==> config.mk <==
export PLATFORM = sky130hd
export DESIGN_NAME = link_init_ctrl
export DESIGN_NICKNAME = d
export VERILOG_FILES = /design/src/rtl/link_init_pkg.sv /design/src/rtl/link_lane_qual.sv /design/src/rtl/link_tick_timer.sv /design/src/rtl/link_init_ctrl.sv
export SDC_FILE = /design/constraint.sdc
export NUM_CORES = 1
export LEC_CHECK = 0
export ABC_CLOCK_PERIOD_IN_PS = 7900
export CORE_UTILIZATION = 35
export CTS_CLUSTER_SIZE = 8
export DETAILED_ROUTE_END_ITERATION = 7
export DONT_BUFFER_PORTS = 1
export PLACE_DENSITY = 0.5
export RECOVER_POWER = 50
export SETUP_SLACK_MARGIN = 0.1
export SLEW_MARGIN = 30
export SYNTH_ARGS = -nofsm -noshare
export SYNTH_HDL_FRONTEND = slang
export SYNTH_SLANG_ARGS = --single-unit
==> constraint.sdc <==
create_clock -name clk -period 7.9 [get_ports clk]
set_clock_uncertainty 0.15 [all_clocks]
set_input_delay 1.58 -clock clk [delete_from_list [all_inputs] [get_ports clk]]
set_output_delay 1.58 -clock clk [all_outputs]
set_load 0.02 [all_outputs]
==> src/rtl/link_init_pkg.sv <==
package link_init_pkg;

  typedef enum logic [3:0] {
    ST_DISABLE = 4'd0,
    ST_CAL     = 4'd1,
    ST_TRAIN   = 4'd2,
    ST_TEST    = 4'd3,
    ST_POLL    = 4'd4,
    ST_CONFIG  = 4'd5,
    ST_ACTIVE  = 4'd6,
    ST_RECAL   = 4'd7,
    ST_LOWPWR  = 4'd8
  } link_state_e;

  typedef enum logic [2:0] {
    PAT_IDLE  = 3'd0,
    PAT_ONES  = 3'd1,
    PAT_TS0   = 3'd2,
    PAT_TS1   = 3'd3,
    PAT_TS2   = 3'd4,
    PAT_TS3   = 3'd5,
    PAT_FRAME = 3'd6,
    PAT_NOP   = 3'd7
  } link_pat_e;

  // Pattern driven on the links while in a given state.
  function automatic link_pat_e pattern_of(link_state_e s);
    case (s)
      ST_CAL:    return PAT_ONES;
      ST_TRAIN:  return PAT_TS0;
      ST_TEST:   return PAT_TS1;
      ST_POLL:   return PAT_TS2;
      ST_CONFIG: return PAT_TS3;
      ST_ACTIVE: return PAT_FRAME;
      ST_RECAL:  return PAT_NOP;
      default:   return PAT_IDLE;
    endcase
  endfunction

  // States guarded by the tick timeout.
  function automatic logic is_timed(link_state_e s);
    return (s != ST_DISABLE) && (s != ST_ACTIVE);
  endfunction

endpackage

==> src/rtl/link_lane_qual.sv <==
module link_lane_qual #(
  parameter int NUM_LANES = 10,
  localparam int CW = $clog2(NUM_LANES + 1)
) (
  input  logic [NUM_LANES-1:0] lane_hit,
  input  logic [CW-1:0]        min_lanes,
  output logic [CW-1:0]        hit_count,
  output logic                 lanes_ok
);

  function automatic logic [CW-1:0] count_hits(logic [NUM_LANES-1:0] v);
    logic [CW-1:0] n;
    n = '0;
    for (int i = 0; i < NUM_LANES; i++) n = n + CW'(v[i]);
    return n;
  endfunction

  assign hit_count = count_hits(lane_hit);
  assign lanes_ok  = (hit_count >= min_lanes);

endmodule

==> src/rtl/link_tick_timer.sv <==
module link_tick_timer #(
  parameter int TMO_TICKS = 1000,
  localparam int TW = $clog2(TMO_TICKS + 1)
) (
  input  logic clk,
  input  logic rst,
  input  logic restart,
  input  logic enable,
  input  logic tick,
  output logic expire
);

  logic [TW-1:0] ticks_seen;

  assign expire = enable && tick && (ticks_seen == TW'(TMO_TICKS - 1));

  always_ff @(posedge clk) begin
    if (rst || restart || !enable) ticks_seen <= '0;
    else if (tick)                 ticks_seen <= expire ? '0 : ticks_seen + 1'b1;
  end

  // the count never passes the limit
  a_r10_count_bounded: assert property (@(posedge clk) disable iff (rst)
    ticks_seen < TW'(TMO_TICKS));

endmodule

==> src/rtl/link_init_ctrl.sv <==
module link_init_ctrl
  import link_init_pkg::*;
#(
  parameter int NUM_LANES = 10,
  parameter int TMO_TICKS = 1000,
  localparam int CW = $clog2(NUM_LANES + 1)
) (
  input  logic                 clk,
  input  logic                 rst,
  input  logic [NUM_LANES-1:0] lane_hit,
  input  logic [2:0]           hit_kind,
  input  logic [CW-1:0]        min_lanes,
  input  logic                 tick,
  output logic [3:0]           link_state,
  output logic [2:0]           tx_pattern,
  output logic                 link_active,
  output logic                 init_err
);

  link_state_e state_q, move_to, state_d;
  logic        cal_done_q;
  logic        lanes_ok;
  logic [CW-1:0] hit_count;
  logic        tmo_expire;
  logic        moving;      // qualified pattern move this cycle
  logic        timing_out;  // timeout taken this cycle
  link_pat_e   seen;

  assign seen = link_pat_e'(hit_kind);

  link_lane_qual #(.NUM_LANES(NUM_LANES)) u_qual (
    .lane_hit  (lane_hit),
    .min_lanes (min_lanes),
    .hit_count (hit_count),
    .lanes_ok  (lanes_ok)
  );

  // Pattern-driven move target; equals state_q when nothing qualifies.
  always_comb begin
    move_to = state_q;
    if (lanes_ok) begin
      case (state_q)
        ST_DISABLE: begin
          if (seen == PAT_ONES)                 move_to = ST_CAL;
          else if (seen == PAT_TS0 && cal_done_q) move_to = ST_TRAIN;
        end
        ST_CAL:    if (seen == PAT_IDLE)  move_to = ST_DISABLE;
        ST_TRAIN:  if (seen == PAT_TS1)   move_to = ST_TEST;
        ST_TEST:   if (seen == PAT_TS2)   move_to = ST_POLL;
        ST_POLL:   if (seen == PAT_TS3)   move_to = ST_CONFIG;
        ST_CONFIG: if (seen == PAT_FRAME) move_to = ST_ACTIVE;
        ST_ACTIVE: begin
          if (seen == PAT_NOP)       move_to = ST_RECAL;
          else if (seen == PAT_IDLE) move_to = ST_LOWPWR;
        end
        ST_RECAL, ST_LOWPWR: if (seen == PAT_FRAME) move_to = ST_ACTIVE;
        default: move_to = ST_DISABLE;
      endcase
    end
  end

  assign moving     = (move_to != state_q);
  assign timing_out = !moving && tmo_expire;
  assign state_d    = timing_out ? ST_DISABLE : move_to;

  link_tick_timer #(.TMO_TICKS(TMO_TICKS)) u_timer (
    .clk     (clk),
    .rst     (rst),
    .restart (moving),
    .enable  (is_timed(state_q)),
    .tick    (tick),
    .expire  (tmo_expire)
  );

  always_ff @(posedge clk) begin
    if (rst) begin
      state_q    <= ST_DISABLE;
      cal_done_q <= 1'b0;
      init_err   <= 1'b0;
    end else begin
      state_q  <= state_d;
      init_err <= timing_out;
      if (timing_out)                                   cal_done_q <= 1'b0;
      else if (state_q == ST_CAL && move_to == ST_DISABLE) cal_done_q <= 1'b1;
    end
  end

  assign link_state  = state_q;
  assign tx_pattern  = pattern_of(state_q);
  assign link_active = (state_q == ST_ACTIVE);

  // the error pulse lasts one cycle
  a_r9_err_one_cycle: assert property (@(posedge clk) disable iff (rst)
    init_err |=> !init_err);

  // an error pulse always coincides with Disable
  a_r9_err_in_disable: assert property (@(posedge clk) disable iff (rst)
    init_err |-> (link_state == 4'd0));

  // a non-timeout change of state needs a qualified lane count
  a_r2_move_needs_lanes: assert property (@(posedge clk) disable iff (rst)
    (moving && !tmo_expire) |-> lanes_ok);

  // no training before calibration has completed
  a_r4_no_train_uncal: assert property (@(posedge clk) disable iff (rst)
    (state_q == ST_DISABLE && !cal_done_q) |=> (state_q != ST_TRAIN));

  // Active is reached only from Config, Recalibrate or LowPower
  a_r3_active_entry: assert property (@(posedge clk) disable iff (rst)
    (state_q != ST_ACTIVE) |=> (state_q != ST_ACTIVE ||
      $past(state_q) == ST_CONFIG || $past(state_q) == ST_RECAL ||
      $past(state_q) == ST_LOWPWR));

  // a qualified move beats an expiring tick
  a_r10_move_wins: assert property (@(posedge clk) disable iff (rst)
    (moving && tmo_expire) |=> !init_err);

endmodule

==> flow_metrics.tcl, run 1 <==
set metrics [dict create \
    crit_path_start_kind "input pin" \
    syn_area_per_cell_um2 8.37 \
    power_leakage_nw 0.620 \
    slowest_delay_ns 0.64 \
    num_vias 1269 \
    placed_cell_area_mm2 0.00157 \
    power_density_mw_per_mm2 160 \
    io_pins 29 \
    path_class "input pin to flip-flop" \
    viasPerCell 5.52 \
    worstPathRequired_ns 7.85 \
    ys_seq_area_share_pct 20.5 \
    netlist_area_mm2 0.00157 \
    nFillCells 432 \
    root_buffer "clkbuf_8" \
    wl_per_cell_um 14.0 \
    fin_crit_sh_pct 77.1 \
    slew_headroom_pct 46.0 \
    crit_end "link_state[0]" \
    min_path_type "flip-flop to flip-flop" \
    syn_to_final_growth_pct 3.60 \
    synth_top_family_by_area "simple AND/OR/NAND/NOR gates" \
    cp-end-kind "flip-flop" \
    irDropWorstVdd_v 0.0000975 \
    final_util_pct 39.1 \
    yosys.area_share.simple_pct 33.6 \
    hp-start "cal_done_q" \
    synth_area_leaders "dfxtp_1, nor4_2, ha_1" \
    grt_max_degree 22 \
    fp.coreArea_mm2 0.00414 \
    remaining_drc_errors 0 \
    maxCapViolations 0 \
    hold_viol_final 0 \
    worstSetupStartpoint "lane_hit[0]" \
    worstPathCellList "ha_1 > inv_1 > fa_1 > fa_1 > fa_1 > inv_1 > fa_1 > inv_1 > fa_1 > xor2_1 > ha_1 > or2_2 > a21oi_1 > nor2_1 > a41o_1 > nor4_1 > nor3_1" \
    slowest_stage "nor4_1" \
    r2r_cells 7 \
    drive_gt1_share_pct 11.1 \
    sw_frac_of_total_pct 35.8 \
    comb_power_share_pct 39.6 \
    internal_power_mw 0.167 \
    synth_xor_area_share_pct 6.16 \
    rsz0062_at_grt "false" \
    synth_top_area_share_pct 20.5 \
    setup_viol 0 \
    multiInputGateArea_mm2 0.00109 \
    yosys_register_bits 16 \
    ctsHoldBuffers 0 \
    cp.arrival_ns 6.04 \
    clock_sinks 16 \
    grt_pass1_vias 1257 \
    worstReg2RegStart "link_state[1]" \
    path_max_fanout 5 \
    synth_fp_nets 223 \
    cts-buffers-inserted 3 \
    start_util_pct 37.8 \
    antenna_found_initial 0 \
    fin_tns_setup_ns 0 \
    ys.flop_type "dfxtp_1" \
    reg2reg_slack_ns 4.79 \
    drtIter0Drc 51 \
    die_h_um 68.9 \
    synth-edff-count 0 \
    cts_tree "built" \
    totalWireLength_mm 3.23 \
    worst_pin_slew_ns 0.810 \
    final_nets 217 \
    ys_types 52 \
    p_clk_share_pct 27.2 \
    cts_max_level 1 \
    cts-resized-gates 0 \
    fin_area_mm2 0.00162 \
    clockBufferDepth 2 \
    grt_overflow 0 \
    yosys-mux-area-fraction_pct 0.639 \
    async_flop_share_pct 0 \
    post_cts_buffers 0 \
    dr.pass1.iters 4 \
    grt_first_pass_wirelength_mm 5.69 \
    die_w_um 68.9 \
    clkSlewWorstSetupHoldPaths_ns 0.06 \
    seqCellArea_um2 320 \
    clk_latency_ns 0.25 \
    critPathMostFrequentCell "fa_1" \
    diodes 0 \
    max_clock_freq_mhz 164 \
    io_buffers 0 \
    post_synth_fa_ha_maj_area_fraction_pct 15.7 \
    yosysWarnings 0 \
    row_count 23 \
    p_seq_share_pct 33.1 \
    p_sw_mw 0.0929 \
    syn-instance-count 187 \
    die-area_mm2 0.00474 \
    outcome "completed" \
    synth_compound_area_share_pct 14.2 \
    min_period_ns 6.09 \
    timing.rr.end "link_state[0]" \
    drtAntennaViolNets 0 \
    grtUsageTotal_pct 15.8 \
    routabilityCongestion 0.767 \
    drv_slew 0 \
    synth_top_cell_by_area "dfxtp_1" \
    detailed_place_hpwl_mm 2.47 \
]
==> cells in the final DEF, fill, tap and decap left out, drive strengths merged, types with 5 or more instances in the layout <==
cell type,instances
nand2,14
or2,6
xor2,8
nor2b,5
nor4,13
nor2,6
ha,10
inv,22
a21oi,9
dfxtp,16
nor3,9
fa,6
==> cell families after synthesis <==
family                   count (synthesis)
flip-flops                              16
multiplexers                             1
AND/OR/NAND/NOR                         77
buffers and inverters                   34
adder cells (fa/ha/maj)                 16
XOR/XNOR                                11
AO/OA/AOI/OAI                           32
==> Yosys cell counts, types with 2 or more instances <==
library cell	number
inv_1	22
dfxtp_1	16
nand2_1	14
nor4_2	11
ha_1	10
a21oi_1	9
nor3_1	9
xor2_1	8
fa_1	6
nor2_1	6
buf_2	5
nor2b_1	5
clkbuf_1	4
nand4_1	4
o21ai_0	4
or2_2	4
a32oi_1	3
or4b_1	3
xnor2_1	3
a211oi_1	2
a31oi_1	2
and3_1	2
and3b_1	2
nand2b_1	2
nand3_1	2
nand4b_1	2
nor4_1	2
==> cell type report <==
type                            count  area share, %
Timing Repair Buffer                1          0.463
Inverter                           22           5.09
Clock buffer                        4           3.40
Tap cell                           50           3.86
Sequential cell                    16           19.8
Multi-Input combinational cell    137           67.4
==> state kept, by name, indices dropped and copies added, names as in the netlist <==
signal	flops
u_timer.ticks_seen	10
cal_done_q	1
init_err	1
link_state	4
==> through the flow <==
step / std cells / total power, mW / worst slack [ns] / hold WS [ns]
after floorplan: 187 / 0.177 / 1.93 / 0.364
final: 230 / 0.259 / 1.81 / 0.403
after global placement: 226 / 0.189 / 1.67 / 0.423
after detailed placement: 226 / 0.191 / 1.57 / 0.394
after global routing: 230 / 0.289 / 1.43 / 0.427
after CTS: 230 / 0.264 / 1.82 / 0.403
==> power groups by stage <==
stage / combinational (mW) / clock, mW / sequential, mW
after global routing: 0.124 / 0.0793 / 0.0863
after global placement: 0.101 / 0 / 0.0876
after detailed placement: 0.103 / 0 / 0.0877
after CTS: 0.104 / 0.0740 / 0.0859
final: 0.103 / 0.0707 / 0.0859
after floorplan: 0.0921 / 0 / 0.0848
==> critical path: cells and delay by family <==
family	cells	cell delay [ns]
compound gates	2	0.50
buf+inv	3	0.18
fa+ha+maj	7	2.44
simple gates	4	1.19
xor+xnor	1	0.15
==> per-layer routing <==
layer | vias to the layer above | wire length [um] | part of all wire, % | GRT usage (%)
li1 | 652 | - | - | -
met2 | 22 | 1540 | 48 | 26.6
met4 | 0 | 12 | 0.37 | 3.32
met3 | 2 | 157 | 4.9 | 4.77
met5 | - | 0 | 0 | 0
met1 | 593 | 1520 | 47 | 19.8
==> worst min-delay path by stage <==
stage / cells after the start / slack, ns / to
detailed placement: 2 / 0.39 / cal_done_q
finish: 2 / 0.40 / cal_done_q
global placement: 2 / 0.42 / cal_done_q
CTS: 2 / 0.40 / cal_done_q
global route: 2 / 0.43 / cal_done_q
floorplan: 2 / 0.36 / cal_done_q
No activity file was read; power rests on OpenSTA's default activity.
==> run 2: changes to the inputs <==
Settings changed: ABC_CLOCK_PERIOD_IN_PS 7900 to 5450, PLACE_DENSITY 0.5 to 0.52.
Clock period 7.9 ns to 5.45 ns, I/O delays scaled along.
==> run 2 against run 1 <==
Against the previous run:
- setup slack got worse by 1.5 ns
- highest routed layer unchanged
- sequential power is 46% higher
- utilization rose by 1.4 points
- total power rose by 59%
- final cell count rose by 1.7%
- combinational power increased by 78%
- die area is the same
- critical path depth unchanged
- critical endpoint is now u_timer.ticks_seen[6]
==> flow_metrics.tcl, run 2 (synthesis gave the netlist of run 1 again) <==
set metrics [dict create \
    outcome "completed" \
    row_count 23 \
    totalWireLength_mm 3.33 \
    cp.arrival_ns 5.19 \
    root_buffer "clkbuf_8" \
    drv_slew 0 \
    internal_power_mw 0.266 \
    dr.pass1.iters 4 \
    fp.coreArea_mm2 0.00414 \
    start_util_pct 37.8 \
    maxCapViolations 0 \
    nFillCells 458 \
    setup_viol 0 \
    clockBufferDepth 2 \
    grt_overflow 0 \
    die_h_um 68.9 \
    worstPathRequired_ns 5.45 \
    max_clock_freq_mhz 193 \
    slew_headroom_pct 44.9 \
    die-area_mm2 0.00474 \
    path_max_fanout 11 \
    routabilityCongestion 0.807 \
    clk_latency_ns 0.25 \
    hp-start "cal_done_q" \
    mostFrequentLayoutCell "inv_1" \
    met3_length_um 118 \
    cts_max_level 1 \
    worst_pin_slew_ns 0.826 \
    wl_met2_mm 1.73 \
    cts_tree "built" \
    grt_pass1_vias 1241 \
    final_util_pct 40.6 \
    top_register "u_timer.ticks_seen" \
    p_clk_share_pct 25.4 \
    drive_gt1_share_pct 17.4 \
    slowest_stage "fa_1" \
    power_density_mw_per_mm2 245 \
    worstPathCellList "ha_1 > inv_1 > fa_1 > fa_1 > fa_1 > inv_1 > fa_2 > inv_2 > fa_2 > xor2_1 > ha_1 > or2_4 > a21oi_2 > nor3_1 > a41o_1 > or2_4 > nor4_2" \
    crit_path_start_kind "input pin" \
    final_nets 221 \
    ctsHoldBuffers 0 \
    io_pins 29 \
    diodes 0 \
    cts-buffers-inserted 3 \
    grt_first_pass_wirelength_mm 5.44 \
    viasPerCell 5.61 \
    largest_reg_flops 10 \
    slowest_delay_ns 0.52 \
    wl_per_cell_um 14.2 \
    die_w_um 68.9 \
    clkSlewWorstSetupHoldPaths_ns 0.06 \
    final_cell_mix "inv_1, dfxtp_1, nand2_1" \
    highest_layer "met4" \
    syn_to_final_growth_pct 7.43 \
    p_sw_mw 0.147 \
    io_buffers 0 \
    rsz0062_at_grt "true" \
    remaining_drc_errors 0 \
    critPathMostFrequentCell "fa_1" \
    fin_tns_setup_ns 0 \
    grtUsageTotal_pct 15.0 \
    worstReg2RegStart "link_state[0]" \
    worstSetupStartpoint "lane_hit[0]" \
    drt-met1-wl_mm 1.45 \
    grt_max_degree 22 \
    fin_crit_sh_pct 95.2 \
    drtAntennaViolNets 0 \
    p_seq_share_pct 30.2 \
    power_leakage_nw 0.639 \
    comb_power_share_pct 44.3 \
    sw_frac_of_total_pct 35.6 \
    min_path_type "flip-flop to flip-flop" \
    cts-resized-gates 2 \
    drtIter0Drc 66 \
    clock_sinks 16 \
    post_cts_buffers 0 \
    antenna_found_initial 0 \
    irDropWorstVdd_v 0.0000905 \
    cp-end-kind "flip-flop" \
    num_vias 1312 \
    detailed_place_hpwl_mm 2.61 \
    hold_viol_final 0 \
    path_class "input pin to flip-flop" \
    min_period_ns 5.19 \
]
[run 2: changes by cell type in the layout (fill, tap and decap cells not counted), sizes merged]
cell    previous run  this run
clkbuf             4         5
buf                1         4
[run 2: power groups by stage]
stage                     combinational [mW]  clock (mW)  sequential [mW]
final                                  0.183       0.105            0.125
after global routing                   0.212       0.113            0.125
after CTS                              0.182       0.106            0.125
after detailed placement               0.180           0            0.127
after global placement                 0.171           0            0.127
after floorplan                        0.144           0            0.123
[run 2: final timing paths]
path / end / slack (ns) / depth (start not counted)
max reg2reg: u_timer.ticks_seen[6] / 2.73 / 6
min: cal_done_q / 0.41 / 2
max: u_timer.ticks_seen[6] / 0.26 / 17
min reg2reg: cal_done_q / 0.41 / 2
[run 2: layout make-up]
cell class / count / area (um2) / area share [%]
clock buffer: 4 / 55.1 / 3.27
multi-input combinational: 137 / 1130 / 67.0
timing repair buffer: 5 / 33.8 / 2.01
sequential: 16 / 320 / 19.0
tap: 50 / 62.6 / 3.72
inverter: 22 / 82.6 / 4.91
[run 2: metrics by stage]
stage	hold WS (ns)	total power [mW]	std cells	instance area, um2	worst slack, ns
2_1_floorplan	0.364	0.267	187	1580	0.141
3_3_place_gp	0.401	0.298	230	1620	-0.0385
3_5_place_dp	0.405	0.307	230	1620	-0.192
4_1_cts	0.415	0.413	234	1670	0.214
5_1_grt	0.442	0.449	234	1680	0.0405
6_report	0.410	0.412	234	1680	0.263
[run 2: critical path: cells and delay by family]
kind	cells	cell delay, ns
adder cells (fa/ha/maj)	7	2.42
AND/OR/NAND/NOR	4	0.91
AO/OA/AOI/OAI	2	0.41
buffers and inverters	3	0.20
XOR/XNOR	1	0.14
[run 2: per-layer routing]
layer,track usage [%],vias up
met3,2.14,5
met4,3.06,0
li1,-,660
met2,27.8,25
met1,18.3,622
met5,0,-
==> run 3: changes to the inputs <==
Settings changed: CORE_UTILIZATION 35 to 50, PLACE_DENSITY 0.52 to 0.69.
==> run 3 against run 2 <==
Against the previous run:
- the run now ends with design-rule violations left
- sequential power barely moved
- first-iteration DRC count increased by 44%
- combinational power increased by 7%
- total power down 3.3%
- worst hold slack better by 0.020 ns
- clock power is 25% lower
- sequential share of layout area increased by 0.41 points
- die area decreased by 29%
==> flow_metrics.tcl, run 3 (synthesis gave the netlist of run 1 again) <==
set metrics [dict create \
    violations "design-rule violations" \
    drtAntennaViolNets 0 \
    die_h_um 58.0 \
    post-place-cells 211 \
    reg2reg_slack_ns 2.71 \
    cts_max_level 1 \
    rsz0062_at_grt "false" \
    path_class "input pin to flip-flop" \
    ctsHoldBuffers 0 \
    worst_pin_slew_ns 0.796 \
    mostFrequentLayoutCell "inv_1" \
    path_max_fanout 11 \
    clkSlewWorstSetupHoldPaths_ns 0.09 \
    hold_viol_final 0 \
    clock_sinks 16 \
    setup_ws_ns 0.278 \
    min_to "cal_done_q" \
    drive_gt1_share_pct 16.8 \
    wl_per_cell_um 14.9 \
    power_leakage_nw 0.637 \
    worstReg2RegStart "link_state[0]" \
    syn_to_final_growth_pct 5.20 \
    die_w_um 58.0 \
    drtIter0Drc 95 \
    min_path_type "flip-flop to flip-flop" \
    num_vias 1332 \
    power_mw 0.399 \
    nFillCells 268 \
    power_density_mw_per_mm2 242 \
    die-area_mm2 0.00336 \
    totalWireLength_mm 3.22 \
    viasPerCell 6.17 \
    cp.arrival_ns 5.22 \
    io_buffers 0 \
    antenna_found_initial 0 \
    holdPathStages 2 \
    final_nets 222 \
    outcome "complete, but fails checks" \
    io_pins 29 \
    clockBufferDepth 2 \
    remaining_drc_errors 2 \
    min_period_ns 5.17 \
    fp.coreArea_mm2 0.00285 \
    slew_headroom_pct 46.9 \
    cp-end-kind "flip-flop" \
    crit_path_start_kind "input pin" \
    timing.rr.end "u_timer.ticks_seen[7]" \
    grt_pass1_vias 1264 \
    maxCapViolations 0 \
    fin_crit_sh_pct 94.9 \
    grt_first_pass_wirelength_mm 5.65 \
    hp-start "cal_done_q" \
    fin_cells 216 \
    grt_overflow 0 \
    worstPathRequired_ns 5.50 \
    cts-buffers-inserted 3 \
    start_util_pct 54.9 \
    detailed_place_hpwl_mm 2.47 \
    max_clock_freq_mhz 193 \
    irDropWorstVdd_v 0.000134 \
    routabilityCongestion 0.860 \
    grt_max_degree 22 \
    largest_reg_flops 10 \
    pre_cts_slack_ns -0.194 \
    clk_latency_ns 0.29 \
    root_buffer "clkbuf_4" \
    row_count 19 \
    grtUsageTotal_pct 21.6 \
    final_cell_mix "inv_1, dfxtp_1, nand2_1" \
    dr.pass1.iters 6 \
    drv_slew 0 \
    diodes 0 \
    setup_viol 0 \
    cts_tree "built" \
    top_register "u_timer.ticks_seen" \
    r2r_cells 6 \
]
[run 3: cell count changes in the layout (fill, tap and decap cells not counted), sizes merged]
cell	change
buf	+1
[run 3: what timing repair did]
action                     CTS  global route
gates resized for setup      0             4
setup endpoints to repair    0            11
setup buffers                0             1
[run 3: metal layers]
layer  up-vias  part of all wire (%)  track usage, %
met5         -                     0               0
li1        660                     -               -
met4         0                   1.1            7.14
met2        52                    50            36.3
met3         4                   5.5            4.02
met1       616                    43            27.9
[run 3: how the worst max path moves through the flow]
| stage | startpoint | end | slack, ns | cells after the start |
|---|---|---|---|---|
| finish | lane_hit[0] | u_timer.ticks_seen[7] | 0.28 | 17 |
| detailed placement | lane_hit[0] | init_err | -0.19 | 17 |
| global placement | lane_hit[0] | u_timer.ticks_seen[0] | -0.06 | 17 |
| floorplan | lane_hit[0] | u_timer.ticks_seen[5] | 0.14 | 18 |
| global route | lane_hit[0] | u_timer.ticks_seen[4] | 0.05 | 17 |
| CTS | lane_hit[0] | init_err | 0.11 | 17 |
[run 3: critical path, cell delays in order]
cell,delay (ns)
ha_1,0.26
inv_1,0.05
fa_1,0.50
fa_1,0.42
fa_1,0.49
inv_1,0.05
fa_1,0.40
inv_2,0.07
fa_2,0.18
xor2_1,0.16
ha_1,0.25
or2_4,0.25
a21oi_4,0.16
nor3_1,0.07
a41o_1,0.23
or2_4,0.32
nor4_2,0.29
[run 3: power by group]
group / switching [mW] / internal, mW
Combinational: 0.104 / 0.0921
Clock: 0.0377 / 0.0407
Sequential: 0.00602 / 0.118
[run 3: layout make-up]
class	instances	area [um2]	share of cell area [%]
clock buffer	4	36.3	2.20
inverter	22	82.6	5.02
multi-input combinational	137	1130	68.5
sequential	16	320	19.5
tap	31	38.8	2.36
timing repair buffer	6	41.3	2.51
[run 3: metrics by stage]
step	cell area (um2)	utilization (%)	hold WS (ns)	TNS [ns]
2_1_floorplan	1580	-	0.364	0
3_3_place_gp	1590	55.8	0.394	-0.513
3_5_place_dp	1590	55.8	0.394	-1.84
4_1_cts	1630	57.1	0.409	0
5_1_grt	1650	57.7	0.457	0
6_report	1650	57.7	0.430	0
